### config.mk
export PLATFORM = sky130hd
export DESIGN_NAME = ddr_ta_judge
export DESIGN_NICKNAME = d
export VERILOG_FILES = /design/src/rtl/ddr_ta_pkg.sv /design/src/rtl/ddr_ta_judge.sv
export SDC_FILE = /design/constraint.sdc
export NUM_CORES = 1
export LEC_CHECK = 0
export BUFFER_PORTS_ARGS = -buffer_cell sky130_fd_sc_hd__buf_4
export CAP_MARGIN = 20
export CORE_MARGIN = 2
export CORE_UTILIZATION = 51
export DETAILED_ROUTE_END_ITERATION = 7
export PLACE_DENSITY = 0.94
export SETUP_SLACK_MARGIN = 0.02
export SKIP_LAST_GASP = 1
export SLEW_MARGIN = 25
export SYNTH_ARGS = -nofsm -noshare
export SYNTH_HDL_FRONTEND = slang
export SYNTH_SLANG_ARGS = --single-unit
### constraint.sdc
create_clock -name vclk -period 7
set_input_delay 0.7 -clock vclk [all_inputs]
set_output_delay 0.7 -clock vclk [all_outputs]
set_load 0.05 [all_outputs]
### src/rtl/ddr_ta_pkg.sv
package ddr_ta_pkg;

  localparam int TW = 6;          // width of every timing field
  localparam int GW = TW + 2;     // width of gaps and minimums

  typedef logic [1:0] kind_t;
  localparam kind_t K_RD = 2'b01;
  localparam kind_t K_WR = 2'b10;

  typedef enum logic [2:0] {
    V_NONE   = 3'd0,
    V_RTW_SR = 3'd1,
    V_RTW_DR = 3'd2,
    V_RTW_DD = 3'd3,
    V_WTR_SG = 3'd4,
    V_WTR_DR = 3'd5,
    V_WTR_DD = 3'd6,
    V_WTW    = 3'd7
  } vcode_t;

  typedef struct packed {
    logic          ddr4;
    logic [TW-1:0] cl;
    logic [TW-1:0] cwl;
    logic [TW-1:0] al;
    logic [TW-1:0] ccd;
    logic [TW-1:0] wtr;
    logic [TW-1:0] wpre;
    logic [TW-1:0] rtw_dr;
    logic [TW-1:0] rtw_dd;
    logic [TW-1:0] wtr_dr;
    logic [TW-1:0] wtr_dd;
  } cfg_t;

  function automatic logic [GW-1:0] clamp_gap(input int v);
    if (v < 0) return '0;
    if (v > (1 << GW) - 1) return '1;
    return v[GW-1:0];
  endfunction

  // READ then WRITE, same rank: CL - CWL + 2 + (BC4 ? CCD/2 : CCD)
  function automatic logic [GW-1:0] min_rtw_same(input logic [TW-1:0] cl,
      input logic [TW-1:0] cwl, input logic [TW-1:0] ccd, input logic bc4);
    int v;
    v = int'(cl) - int'(cwl) + 2 + (bc4 ? int'(ccd >> 1) : int'(ccd));
    return clamp_gap(v);
  endfunction

  // WRITE then READ, same group: CWL + WTR + half the burst length
  function automatic logic [GW-1:0] min_wtr_same(input logic [TW-1:0] cwl,
      input logic [TW-1:0] wtr, input logic bc4);
    int v;
    v = int'(cwl) + int'(wtr) + (bc4 ? 2 : 4);
    return clamp_gap(v);
  endfunction

  // WRITE then WRITE, same group: write latency minus preamble
  function automatic logic [GW-1:0] min_wtw(input logic [TW-1:0] al,
      input logic [TW-1:0] cwl, input logic [TW-1:0] wpre);
    int v;
    v = int'(al) + int'(cwl) - int'(wpre);
    return clamp_gap(v);
  endfunction

endpackage

### src/rtl/ddr_ta_judge.sv
module ddr_ta_judge
  import ddr_ta_pkg::*;
#(
  parameter int RW  = 2,
  parameter int DW  = 1,
  parameter int BGW = 2
) (
  input  logic           clk,
  input  logic           rst_n,
  input  cfg_t           cfg_i,
  input  logic           active_i,
  input  kind_t          kind_i,
  input  logic [RW-1:0]  rank_i,
  input  logic [DW-1:0]  dimm_i,
  input  logic [BGW-1:0] bg_i,
  input  logic           rd_valid_i,
  input  logic [GW-1:0]  rd_age_i,
  input  logic [RW-1:0]  rd_rank_i,
  input  logic [DW-1:0]  rd_dimm_i,
  input  logic           rd_bc4_i,
  input  logic           wr_valid_i,
  input  logic [GW-1:0]  wr_age_i,
  input  logic [RW-1:0]  wr_rank_i,
  input  logic [DW-1:0]  wr_dimm_i,
  input  logic [BGW-1:0] wr_bg_i,
  input  logic           wr_bc4_i,
  output logic           pulse_o,
  output vcode_t         code_o,
  output logic [GW-1:0]  gap_o,
  output logic [GW-1:0]  min_o
);

  logic is_rd, is_wr;
  logic rd_same_dimm, rd_same_rank;
  logic wr_same_dimm, wr_same_rank, wr_same_grp;

  assign is_rd = active_i && (kind_i == K_RD);
  assign is_wr = active_i && (kind_i == K_WR);

  assign rd_same_dimm = (dimm_i == rd_dimm_i);
  assign rd_same_rank = rd_same_dimm && (rank_i == rd_rank_i);
  assign wr_same_dimm = (dimm_i == wr_dimm_i);
  assign wr_same_rank = wr_same_dimm && (rank_i == wr_rank_i);
  assign wr_same_grp  = wr_same_rank && (!cfg_i.ddr4 || (bg_i == wr_bg_i));

  // read-to-write rule
  logic          rtw_chk, rtw_fail;
  vcode_t        rtw_code;
  logic [GW-1:0] rtw_min;

  always_comb begin
    if (rd_same_rank) begin
      rtw_code = V_RTW_SR;
      rtw_min  = min_rtw_same(cfg_i.cl, cfg_i.cwl, cfg_i.ccd, rd_bc4_i);
    end else if (rd_same_dimm) begin
      rtw_code = V_RTW_DR;
      rtw_min  = GW'(cfg_i.rtw_dr);
    end else begin
      rtw_code = V_RTW_DD;
      rtw_min  = GW'(cfg_i.rtw_dd);
    end
  end

  assign rtw_chk  = is_wr && rd_valid_i;
  assign rtw_fail = rtw_chk && (rd_age_i < rtw_min);

  // write-to-write rule
  logic          wtw_chk, wtw_fail;
  logic [GW-1:0] wtw_min;

  assign wtw_min  = min_wtw(cfg_i.al, cfg_i.cwl, cfg_i.wpre);
  assign wtw_chk  = is_wr && wr_valid_i && wr_same_grp;
  assign wtw_fail = wtw_chk && (wr_age_i < wtw_min);

  // write-to-read rule
  logic          wtr_chk, wtr_fail;
  vcode_t        wtr_code;
  logic [GW-1:0] wtr_min;

  always_comb begin
    if (wr_same_grp) begin
      wtr_code = V_WTR_SG;
      wtr_min  = min_wtr_same(cfg_i.cwl, cfg_i.wtr, wr_bc4_i);
    end else if (wr_same_dimm) begin
      wtr_code = V_WTR_DR;
      wtr_min  = GW'(cfg_i.wtr_dr);
    end else begin
      wtr_code = V_WTR_DD;
      wtr_min  = GW'(cfg_i.wtr_dd);
    end
  end

  // another bank group of the same rank is not checked
  assign wtr_chk  = is_rd && wr_valid_i && (wr_same_grp || !wr_same_rank);
  assign wtr_fail = wtr_chk && (wr_age_i < wtr_min);

  always_comb begin
    pulse_o = 1'b0;
    code_o  = V_NONE;
    gap_o   = '0;
    min_o   = '0;
    if (rtw_fail) begin
      pulse_o = 1'b1;
      code_o  = rtw_code;
      gap_o   = rd_age_i;
      min_o   = rtw_min;
    end else if (wtw_fail) begin
      pulse_o = 1'b1;
      code_o  = V_WTW;
      gap_o   = wr_age_i;
      min_o   = wtw_min;
    end else if (wtr_fail) begin
      pulse_o = 1'b1;
      code_o  = wtr_code;
      gap_o   = wr_age_i;
      min_o   = wtr_min;
    end
  end

  // a reported gap is always short of its minimum
  a_r9_gap_below_min: assert property (@(posedge clk) disable iff (!rst_n)
    pulse_o |-> (gap_o < min_o));

  // a double failure on one WRITE never reports the write-to-write code
  a_r11_rtw_wins: assert property (@(posedge clk) disable iff (!rst_n)
    (rtw_fail && wtw_fail) |-> (code_o != V_WTW && gap_o == rd_age_i));

  // a READ to another bank group of a DDR4 rank raises nothing
  a_r7_other_bg_free: assert property (@(posedge clk) disable iff (!rst_n)
    (is_rd && cfg_i.ddr4 && wr_same_rank && bg_i != wr_bg_i) |-> !pulse_o);

endmodule

**After elaboration in Yosys (flattened, before gate mapping)**

Cells that the tools add are included.

- Flip-flop bits (word level): 0
- Bits in latches: 0
- RAM bits: 0
- ROM bits: 0
- Input port bits: 99
- Output and inout port bits: 20
- Logic and storage cells: 87
- Memories kept: 0

- Add/subtract/negate cells: 7
- Multipliers: 0
- Divide/modulo/power cells: 0
- $lt $le $gt $ge: 9
- Equal/unequal tests: 7
- Shifts and indexed selects: 0
- Muxes and demuxes: 47
- Bitwise logic cells: 0
- Reductions and logical operators: 17

Operators by type and width:

| operator | number |
|---|---|
| 8-bit two-way mux | 20 |
| 8-bit < comparator | 3 |
| 6-bit two-way mux | 3 |
| 1-bit two-way mux | 17 |
| 8-bit by 1-bit < comparator with 1-bit output (second input constant) | 2 |
| 6-bit by 6-bit adder with 7-bit output | 2 |
| 1-bit logical AND | 13 |
| 3-bit two-way mux | 4 |
| 8-bit by 7-bit adder with 9-bit output | 1 |
| 8-bit by 9-bit > comparator with 1-bit output (second input constant) | 1 |
| 9-bit > comparator (second input constant) | 1 |
| 9-bit by 1-bit < comparator with 1-bit output (second input constant) | 1 |
| 7-bit by 3-bit adder with 8-bit output | 1 |
| 7-bit by 3-bit adder with 8-bit output (second input constant) | 1 |
| 8-bit > comparator (second input constant) | 1 |
| 7-bit by 6-bit subtractor with 8-bit output | 1 |
| 6-bit by 6-bit subtractor with 7-bit output | 1 |
| 2-bit equality test | 3 |
| 2-bit two-way mux | 3 |
| 1-bit equality test | 2 |
| 2-bit by 1-bit equality test with 1-bit output (second input constant) | 1 |
| 2-bit equality test (second input constant) | 1 |
| 1-bit logical NOT | 2 |
| 1-bit logical OR | 2 |

**Depth between registers and ports, before layout**

- Depth in word-level cells: 15
- Gate-level depth with buffers: 26
- Mapped depth without buffers: 24

**Least setup slack after synthesis**

OpenSTA, ideal clock, no wires.

- Kind: input port to output port
- Start: in cfg_i[49] (netlist name)
- End: out code_o[0]
- Data arrival time: 5.541 ns
- Data required time: 6.300 ns
- Setup slack: 0.759 ns
- Cell stages on the path: 22
- Path buffers: 2
- Cell sequence: inv_1 -> ha_1 -> a21o_1 -> a21o_1 -> a21o_1 -> a21oi_1 -> xnor2_1 -> ha_1 -> ha_1 -> or3_1 -> o211ai_1 -> xnor2_1 -> nor2_1 -> a222oi_1 -> ha_1 -> a211oi_1 -> nand2_1 -> a21o_1 -> a31o_1 -> buf_6 -> buf_8 -> mux2i_1

- Longest elaborated chain between the ends: 14
- Elaborated cells on any way between the ends: 46

RTL lines:

| item | line | text |
|---|---|---|
| start: declaration | ddr_ta_judge.sv:10 | `input cfg_t cfg_i,` |
| branches (longest 13 deep; another with 8-bit by 7-bit adder with 9-bit output) | -- |  |
| 3-bit two-way mux (*) | ddr_ta_judge.sv:102 | `if (rtw_fail) begin` |
| end: declaration | ddr_ta_judge.sv:28 | `output vcode_t code_o,` |

Mark *: on every way between the ends. The select of a mux whose other input is x is not followed.

**Worst setup path in the final report**

- Start: in cfg_i[49] (netlist name)
- End: out code_o[1]

The elaborated chain is that of the path after synthesis.

==> flow_summary.yaml <==
place:
  port_buffers: 117
  gp_congestion: 0.880
  dp_slack_ns: 0.277
  placed_area_mm2: 0.00356
  hpwl_um: 7240
grt:
  antenna_found_initial: 0
  met2_usage_pct: 53.5
  grt_use_met3_pct: 3.08
  overflow: 0
  grt_use_met1_pct: 30.2
  busiest_layer: "met2"
  grt_pass1_wl_um: 13200
  grt_pass1_vias: 2984
  grt_max_degree: 21
  track_usage_pct: 27.0
critical_path:
  cp.required_ns: 6.30
  path_depth: 22
  worstPathCellList: "buf_4, inv_1, ha_1, a21o_1, a21o_1, a21o_1, a21oi_1, xnor2_1, ha_1, ha_1, or3_1, o211ai_1, xnor2_1, nor2_1, a222oi_1, ha_1, a211oi_1, nand2_1, a21o_1, a31o_2, mux2_4, buf_4"
  cpPeakStageDelay_ns: 0.54
  crit_type: "in2out"
  start_kind: "primary input"
  cp_data_arrival_time_ns: 5.97
  crit_fanout: 19
  cp_top_family: "compound AO/OA/AOI/OAI gates"
  slowest_stage: "a222oi_1"
  cp-end-kind: "primary output"
  worst-path-buf-inv: 3
  cp-endpoint: "code_o[1]"
  startpoint: "cfg_i[49]"
route:
  avgRoutedWirePerCell_um: 16.1
  wirelength_um: 8110
  drt_pass1_iterations: 5
  drc: 0
  via_count: 2907
  drtIter0Drc: 155
  ant_nets: 0
  viasPerCell: 5.76
synthesis:
  synth_cells: 325
  seq_area_frac_synth_pct: 0
  synth_most_common_cell: "ha_1"
  yosys-top-cells-area: "ha_1 26%, fa_1 8.3%, inv_1 5.5%"
  synthTopCellsByCount: "56 x ha_1, 39 x inv_1, 19 x nand2_1"
  yosys.area.top_type: "ha_1"
  syn-cell-area_mm2: 0.00265
  yosys_warnings: 0
  synth_top_area_share_pct: 26.5
  synth_fp_nets: 491
  ys_types: 54
  postSynthAreaPerCell_um2: 8.14
sta:
  tightest_slew_ns: 0.635
  slew_headroom_pct: 57.7
  tns_ns: 0
  rsz0062_at_grt: "false"
  slew_viol_final: 0
  min_period_ns: 6.67
  finalSetupViolations: 0
  fin_crit_sh_pct: 95.3
  fin_ws_ns: 0.330
  hold_violations: 0
  max_clock_freq_ghz: 0.150
flow_run:
  maxCapViolations: 0
cells_and_area:
  syn_to_final_growth_pct: 34.7
  antenna_cells: 0
  regArea_um2: 0
  nNetsFinal: 603
  design_area_mm2: 0.00356
  drive_above_1_share_pct: 32.0
  n_sequential_cell: 0
  nClkBuffers: 0
clock_network:
  cts.hold.buffers_added: 0
  cts_resized: 0
  cts_setup_buffers: 0
floorplanning:
  pin_count: 119
  num_rows: 26
  dieHeight_um: 76.0
  die_x_um: 76.0
  fp.coreArea_mm2: 0.00504
  die-area_mm2: 0.00578
  start_util_pct: 52.5
power:
  irDropWorstVdd_mv: 0.0685
  p_per_area_mw_per_mm2: 107
  finalPower_uw: 381
  leakagePower_nw: 1.92
hold_path:
  min_path_type: "in2out"
run_status:
  outcome: "finished, final reports clean"
## cell type report
cell class | count | area [µm²]
multi-input cells | 279 | 2450
repair buffers | 117 | 878
well taps | 70 | 87.6
inverters | 39 | 146
fillers | 400 | 1480
## per-stage QoR
stage / util [%] / hold WS, ns / instances
2_1_floorplan: - / 1.62 / 325
3_3_place_gp: 70.7 / 1.79 / 505
3_5_place_dp: 70.7 / 1.79 / 505
4_1_cts: 70.7 / 1.79 / 505
5_1_grt: 70.7 / 1.81 / 505
6_report: 70.7 / 1.79 / 505
## worst min-delay path by stage
stage	startpoint	to	slack, ns	depth (start not counted)
6_report	rd_age_i[0]	gap_o[0]	1.79	3
5_1_grt	rd_age_i[0]	gap_o[0]	1.81	3
4_1_cts	rd_age_i[0]	gap_o[0]	1.79	3
3_5_place_dp	rd_age_i[0]	gap_o[0]	1.79	3
3_3_place_gp	rd_age_i[0]	gap_o[0]	1.79	3
2_1_floorplan	rd_age_i[0]	gap_o[0]	1.62	1
## worst min-delay path: cells and delay by family
kind,cells,cell delay (ns)
muxes,1,0.12
buffers and inverters,2,0.26
## placed cells by master, fill, tap and decap left out, types with 4 or more instances in the layout
cell       instances
ha_1              56
nand2_1           19
nand2b_1           4
nand3_1            5
mux2i_1            9
a2bb2oi_1          5
a21boi_1           5
a222oi_1           4
o21ai_0           14
fa_1              11
inv_1             39
xor2_1             9
a21oi_1           15
buf_4            117
nor3_1             5
a21o_1            16
a21boi_0           5
nor2b_1            8
o21ai_1            4
xnor2_1           13
mux2_4             5
nor2_1            13
mux2_2             8
## cells by family after synthesis
kind of cell	Yosys count	synth area share, %
AO/OA/AOI/OAI	101	28.1
XOR/XNOR	23	7.90
adder cells (fa/ha/maj)	67	34.8
buffers and inverters	46	7.38
multiplexers	22	9.65
other	1	0.142
AND/OR/NAND/NOR	65	12.1
## layer usage
layer,part of all wire [%],wire length [µm]
met1,39,3180
met4,2.4,198
met5,0,0
met3,5.9,477
met2,52,4260
## where the power goes
part / internal, mW / switching (mW) / total [mW] / leakage (nW)
Combinational: 0.176 / 0.205 / 0.381 / 1.92
Clock: 0 / 0 / 0 / 0
Sequential: 0 / 0 / 0 / 0
Total: 0.176 / 0.205 / 0.381 / 1.92
(Power assumes the default switching activity.)
